==> src/rtl/edl_diag_pkg.sv <==
package edl_diag_pkg;
  typedef enum logic {
    VIEW_DIAG = 1'b0,
    VIEW_DATA = 1'b1
  } edl_view_e;

  localparam int unsigned EDL_CW_DEF   = 8;
  localparam int unsigned EDL_DW_DEF   = 64;
  localparam int unsigned EDL_CNTW_DEF = 4;
endpackage

==> src/rtl/edl_first_capture.sv <==
module edl_first_capture #(
  parameter int unsigned CW = 8,
  parameter int unsigned DW = 64
) (
  input  logic          clk,
  input  logic          rst_n,
  input  logic          clr,
  input  logic          err,
  input  logic          merr,
  input  logic [CW-1:0] cb,
  input  logic [CW-1:0] syn,
  input  logic [DW-1:0] data,
  output logic          taken,
  output logic          first_merr,
  output logic [CW-1:0] first_cb,
  output logic [CW-1:0] first_syn,
  output logic [DW-1:0] first_data
);
  logic          taken_q, taken_d;
  logic          merr_q, merr_d;
  logic [CW-1:0] cb_q, cb_d;
  logic [CW-1:0] syn_q, syn_d;
  logic [DW-1:0] data_q, data_d;
  logic          load;

  assign load = err && !clr && !taken_q;

  always_comb begin
    taken_d = taken_q;
    merr_d  = merr_q;
    cb_d    = cb_q;
    syn_d   = syn_q;
    data_d  = data_q;
    if (clr) begin
      taken_d = 1'b0;
      merr_d  = 1'b0;
      cb_d    = '0;
      syn_d   = '0;
      data_d  = '0;
    end else if (load) begin
      taken_d = 1'b1;
      merr_d  = merr;
      cb_d    = cb;
      syn_d   = syn;
      data_d  = data;
    end
  end

  always_ff @(posedge clk or negedge rst_n) begin
    if (!rst_n) begin
      taken_q <= 1'b0;
      merr_q  <= 1'b0;
      cb_q    <= '0;
      syn_q   <= '0;
      data_q  <= '0;
    end else if (clr || load) begin
      taken_q <= taken_d;
      merr_q  <= merr_d;
      cb_q    <= cb_d;
      syn_q   <= syn_d;
      data_q  <= data_d;
    end
  end

  assign taken      = taken_q;
  assign first_merr = merr_q;
  assign first_cb   = cb_q;
  assign first_syn  = syn_q;
  assign first_data = data_q;
endmodule

==> src/rtl/edl_err_counter.sv <==
module edl_err_counter #(
  parameter int unsigned CNTW = 4
) (
  input  logic            clk,
  input  logic            rst_n,
  input  logic            clr,
  input  logic            err,
  output logic [CNTW-1:0] count
);
  localparam logic [CNTW-1:0] CNT_MAX = {CNTW{1'b1}};

  logic [CNTW-1:0] cnt_q, cnt_d;
  logic            cnt_en;

  assign cnt_en = clr || (err && (cnt_q != CNT_MAX));

  always_comb begin
    if (clr) cnt_d = '0;
    else     cnt_d = cnt_q + 1'b1;
  end

  always_ff @(posedge clk or negedge rst_n) begin
    if (!rst_n)      cnt_q <= '0;
    else if (cnt_en) cnt_q <= cnt_d;
  end

  assign count = cnt_q;
endmodule

==> src/rtl/edl_last_syn.sv <==
module edl_last_syn #(
  parameter int unsigned CW = 8
) (
  input  logic          clk,
  input  logic          rst_n,
  input  logic          clr,
  input  logic          err,
  input  logic [CW-1:0] syn,
  output logic [CW-1:0] last_syn
);
  logic [CW-1:0] syn_q, syn_d;
  logic          en;

  assign en    = clr || err;
  assign syn_d = clr ? '0 : syn;

  always_ff @(posedge clk or negedge rst_n) begin
    if (!rst_n)  syn_q <= '0;
    else if (en) syn_q <= syn_d;
  end

  assign last_syn = syn_q;
endmodule

==> src/rtl/edl_diag_log.sv <==
module edl_diag_log
  import edl_diag_pkg::*;
#(
  parameter int unsigned CW   = EDL_CW_DEF,
  parameter int unsigned DW   = EDL_DW_DEF,
  parameter int unsigned CNTW = EDL_CNTW_DEF
) (
  input  logic          clk_syn,
  input  logic          rst_n,
  input  logic          clr_i,
  input  logic          err_i,
  input  logic          merr_i,
  input  logic [CW-1:0] syn_i,
  input  logic [CW-1:0] cb_i,
  input  logic [CW-1:0] cb_live_i,
  input  logic [DW-1:0] data_i,
  input  logic          view_i,
  output logic [((DW > 4*CW+CNTW+2) ? DW : (4*CW+CNTW+2))-1:0] dout_o
);
  localparam int unsigned DIAGW = 4*CW + CNTW + 2;
  localparam int unsigned OUTW  = (DW > DIAGW) ? DW : DIAGW;

  logic            taken;
  logic            first_merr;
  logic [CW-1:0]   first_cb;
  logic [CW-1:0]   first_syn;
  logic [DW-1:0]   first_data;
  logic [CNTW-1:0] count;
  logic [CW-1:0]   last_syn;
  logic [DIAGW-1:0] diag_w;
  edl_view_e       view;

  edl_first_capture #(.CW(CW), .DW(DW)) u_first (
    .clk(clk_syn), .rst_n(rst_n), .clr(clr_i), .err(err_i), .merr(merr_i),
    .cb(cb_i), .syn(syn_i), .data(data_i),
    .taken(taken), .first_merr(first_merr), .first_cb(first_cb),
    .first_syn(first_syn), .first_data(first_data)
  );

  edl_err_counter #(.CNTW(CNTW)) u_cnt (
    .clk(clk_syn), .rst_n(rst_n), .clr(clr_i), .err(err_i), .count(count)
  );

  edl_last_syn #(.CW(CW)) u_last (
    .clk(clk_syn), .rst_n(rst_n), .clr(clr_i), .err(err_i), .syn(syn_i),
    .last_syn(last_syn)
  );

  // packed diagnostic view, LSB first: live cb, first cb, first syn, count, type, last syn
  assign diag_w = {last_syn, first_merr, taken, count, first_syn, first_cb, cb_live_i};
  assign view   = edl_view_e'(view_i);

  always_comb begin
    dout_o = '0;
    if (view == VIEW_DATA) dout_o[DW-1:0]    = first_data;
    else                   dout_o[DIAGW-1:0] = diag_w;
  end
endmodule

==> config.mk <==
export PLATFORM = sky130hd
export DESIGN_NAME = edl_diag_log
export DESIGN_NICKNAME = d
export VERILOG_FILES = /design/src/rtl/edl_diag_pkg.sv /design/src/rtl/edl_first_capture.sv /design/src/rtl/edl_err_counter.sv /design/src/rtl/edl_last_syn.sv /design/src/rtl/edl_diag_log.sv
export SDC_FILE = /design/constraint.sdc
export NUM_CORES = 1
export LEC_CHECK = 0
export BUFFER_PORTS_ARGS = -buffer_cell sky130_fd_sc_hd__buf_2
export CORE_MARGIN = 2
export CORE_UTILIZATION = 45
export CTS_CLUSTER_DIAMETER = 40
export DETAILED_ROUTE_END_ITERATION = 6
export PLACE_DENSITY = 0.78
export SYNTH_ARGS = -nofsm -noshare
export SYNTH_HDL_FRONTEND = slang
export SYNTH_SLANG_ARGS = --single-unit
==> constraint.sdc <==
create_clock -name clk_syn -period 1.3 [get_ports clk_syn]
set_input_delay 0.26 -clock clk_syn [delete_from_list [all_inputs] [get_ports clk_syn]]
set_output_delay 0.26 -clock clk_syn [all_outputs]
set_load 0.01 [all_outputs]
==> results by group <==
Status
  – Status: finished, violations left
  – Failing checks: negative setup slack

Drt
  – DRT Pass-1 Iters: 7
  – Antenna viol nets, final: 0
  – Wirelength, routed: 14300 microns
  – DR vias/cell: 5.18
  – Drt initial violations: 168
  – Routed len/inst: around 18 microns
  – Via count: 4220
  – Drt drc: 0

Synth
  – Most frequent cell after synthesis: nand2_1
  – Post-synthesis mux area share: 11.8%
  – Simple-gate share of the synthesized area: 19.9%
  – Leading area contributor after synthesis: dfrtp_1
  – Adder-cell share of the synthesized area: less than 1%
  – Synth area leaders: dfrtp_1, nand2_1, a21oi_1
  – Synth Area in Compound Gates: under 10%
  – Flops & latches, synth: 94
  – Synth async-reset ratio: 100%
  – Synth cell count leaders: nand2_1, dfrtp_1, a21oi_1
  – Cells after synthesis: 474
  – Largest family of logic cells by synthesized area: simple AND/OR/NAND/NOR gates
  – Top FF cell, synth: dfrtp_1
  – Post-synth top area share: 53.6%
  – Synth Area in XOR/XNOR: 0%
  – Synth cell types: 22
  – Post-synthesis cell area: 4390 sq um
  – Syn avg cell area: just over 9 sq um
  – Post-synthesis sequential area ratio: 53.6%
  – Syn_nets: 569
  – Yosys Warn Count: 0
  – EDFF count, synth: 0

GRT
  – Pin count of the biggest net entering global routing: 48
  – Grt total ovfl: 0
  – All-Layer GR Usage: 22.4%
  – Global-route wire length before repair: 18500 microns
  – Number of global-route vias before repair: 4019
  – Initial antenna violation count: 0

Finish
  – Post-layout util: 73.7%
  – Fillers: 627
  – Area growth, synth to finish: 61.2%
  – Nets: 772
  – Share of cells above drive strength 1: 53.2%
  – Ant diodes: 0

Pwr
  – Comb pwr share: between 20% and 30%
  – Clk pwr share: between 20% and 30%
  – Int Pwr: 4.85 mW
  – Switching part of the total: 28.5%
  – Power per standard cell area: 960 nW/um^2
  – Worst vdd ir: 0.766 mV
  – Switching power: 1.93 mW
  – LEAKAGE: ~3.6 nW
  – Sequential share of power: 46.8%

Die
  – Std cell rows: 36
  – Die width: 103 microns
  – Die Span Y: roughly 100 microns
  – Core Footprint: 9590 sq um
  – Starting Density: between 40% and 50%
  – Ports: 158
  – Die footprint: 10600 sq um

Setup path
  – Critical Path RT: 1040 ps
  – Crit-path max FO: 4
  – Crit path DAT: 1250 ps
  – CP endpoint kind: output port
  – Crit path max-delay cell type: dfrtp_1
  – Setup CP Type: flip-flop to output port
  – Slowest stage delay, CP: 390 ps
  – Critical path's most frequent cell: buf_6
  – Critical Path Source Type: flip-flop
  – Critical-path cell list: buf_6 > mux2_4 > buf_6

Timing
  – Clock Skews: 11.3 ps
  – Final period util: 116%
  – Final hold slack: 126 ps
  – Final min period: between 1500 and 2000 ps
  – Worst-Margin Slew: roughly 360 ps
  – Final Slew Violations: 0
  – Final Setup Violations: 99
  – Setup slack after layout: -214 ps
  – Hold Vio Cnt, Final: 0
  – Total negative slack: -7090 ps
  – Worst slew margin: between 70% and 80%
  – Fmax: 660 MHz
  – RSZ-0062 raised after global routing: yes

Placement
  – Detailed-placement wirelength estimate: between 7000 and 8000 microns
  – Placer congestion estimate: 0.741
  – Port Buf Inserts: ~160

Clock network
  – H-tree levels: 3
  – Inserted Clock Buffers: 9
  – Sinks on Clock Net: 94
  – Worst-path clk slew: about 100 ps
  – CTS tree: yes
  – Max Root-Sink Buffers: 2
  – Root Driver: clkbuf_8
  – Clk_lat worst skew: 350 ps

Job
  – Max_cap viols: 0

Min path
  – Hold WC Path Type: input pin to flip-flop
-- worst max-delay path: cells and delay by family, from the launching register on --
family	cells	cell delay, ps
flops	1	390
mux	1	270
buf+inv	2	250
-- final cells by class --
class                           instances  area (sq um)  area share (%)
Multi-Input combinational cell        342          2350            33.3
Sequential cell                        94          2350            33.3
Timing Repair Buffer                  228          1990            28.2
Tap cell                              133           166            2.35
Clock buffer                           10           128            1.81
Clock inverter                          6          68.8           0.973
Inverter                                2          7.51           0.106
-- cells in the final DEF, fill, tap and decap left out, types with 2 or more instances in the layout --
cell type	netlist	final
nand2b_1	3	2
buf_2	12	109
dfrtp_1	94	94
a21oi_2	0	37
a21oi_1	82	45
nand2_2	0	11
mux2i_1	9	9
and2_4	0	10
nor3_2	0	2
clkbuf_8	0	9
nand2_1	163	134
clkbuf_16	0	8
nand2_4	0	18
mux2_4	0	38
buf_12	0	15
inv_6	0	2
and2_1	26	16
nor2_1	11	11
buf_4	12	41
buf_6	0	53
-- stage by stage --
| stage | setup slack, ps | power (mW) | instances | cell area, sq um |
|---|---|---|---|---|
| finish | -214 | 6.79 | 815 | 7070 |
| global route | -253 | 7.09 | 815 | 7070 |
| CTS | -241 | 6.40 | 777 | 6160 |
| detailed placement | -100 | 4.22 | 745 | 5430 |
| global placement | -57.9 | 4.18 | 745 | 5430 |
| floorplan | 48.6 | 3.73 | 474 | 4390 |
-- cells by family (layout without fill, tap and decap cells) --
kind of cell             Yosys count  after routing
flip-flops                        94             94
buffers and inverters             38            246
multiplexers                      47             47
AND/OR/NAND/NOR                  209            209
adder cells (fa/ha/maj)            1              1
AO/OA/AOI/OAI                     85             85
-- registers in the layout, indices dropped and copies added, names as in the netlist --
name and cells:
u_first.first_merr 1, u_cnt.count 4, u_first.first_cb 8, u_first.first_syn 8
u_first.first_data 64, u_last.last_syn 8, u_first.taken 1
-- layer usage --
| layer | share of wire, % | routed length [microns] | GRT usage, % | up-vias |
|---|---|---|---|---|
| met5 | 0 | 0 | 0 | - |
| met4 | 2.0 | 284 | 8.81 | 0 |
| met3 | 6.4 | 912 | 5.76 | 26 |
| met2 | 51 | 7310 | 37.6 | 173 |
| met1 | 40 | 5760 | 27.9 | 2068 |
| li1 | - | - | - | 1953 |
-- timing repair --
action                                 CTS  global route
gates resized for setup                 81           121
gates cloned                             1            12
setup buffers                           14            26
pin swaps                               13            50
hold buffers                             1             0
setup endpoints to repair               50           111
endpoints found under the hold margin   20             0
-- path summary, 6_finish.rpt --
check	from	to	slack [ps]	cells past startpoint
min in group asynchronous	rst_n	u_first.first_data[34]	340	2
worst max register to register	u_cnt.count[0]	u_cnt.count[0]	-120	5
max in group asynchronous	rst_n	u_last.last_syn[7]	480	3
worst min-delay path	data_i[35]	u_first.first_data[35]	130	3
worst max-delay path	u_cnt.count[0]	dout_o[24]	-210	3
worst min register to register	u_first.first_data[60]	u_first.first_data[60]	520	2
-- power groups by stage --
stage	logic, mW	clock network [mW]	registers (mW)
finish	1.63	1.98	3.17
global route	1.75	2.15	3.19
CTS	1.24	1.99	3.17
detailed placement	0.995	0	3.22
global placement	0.967	0	3.21
floorplan	0.538	0	3.19
(Power assumes the default switching activity.)
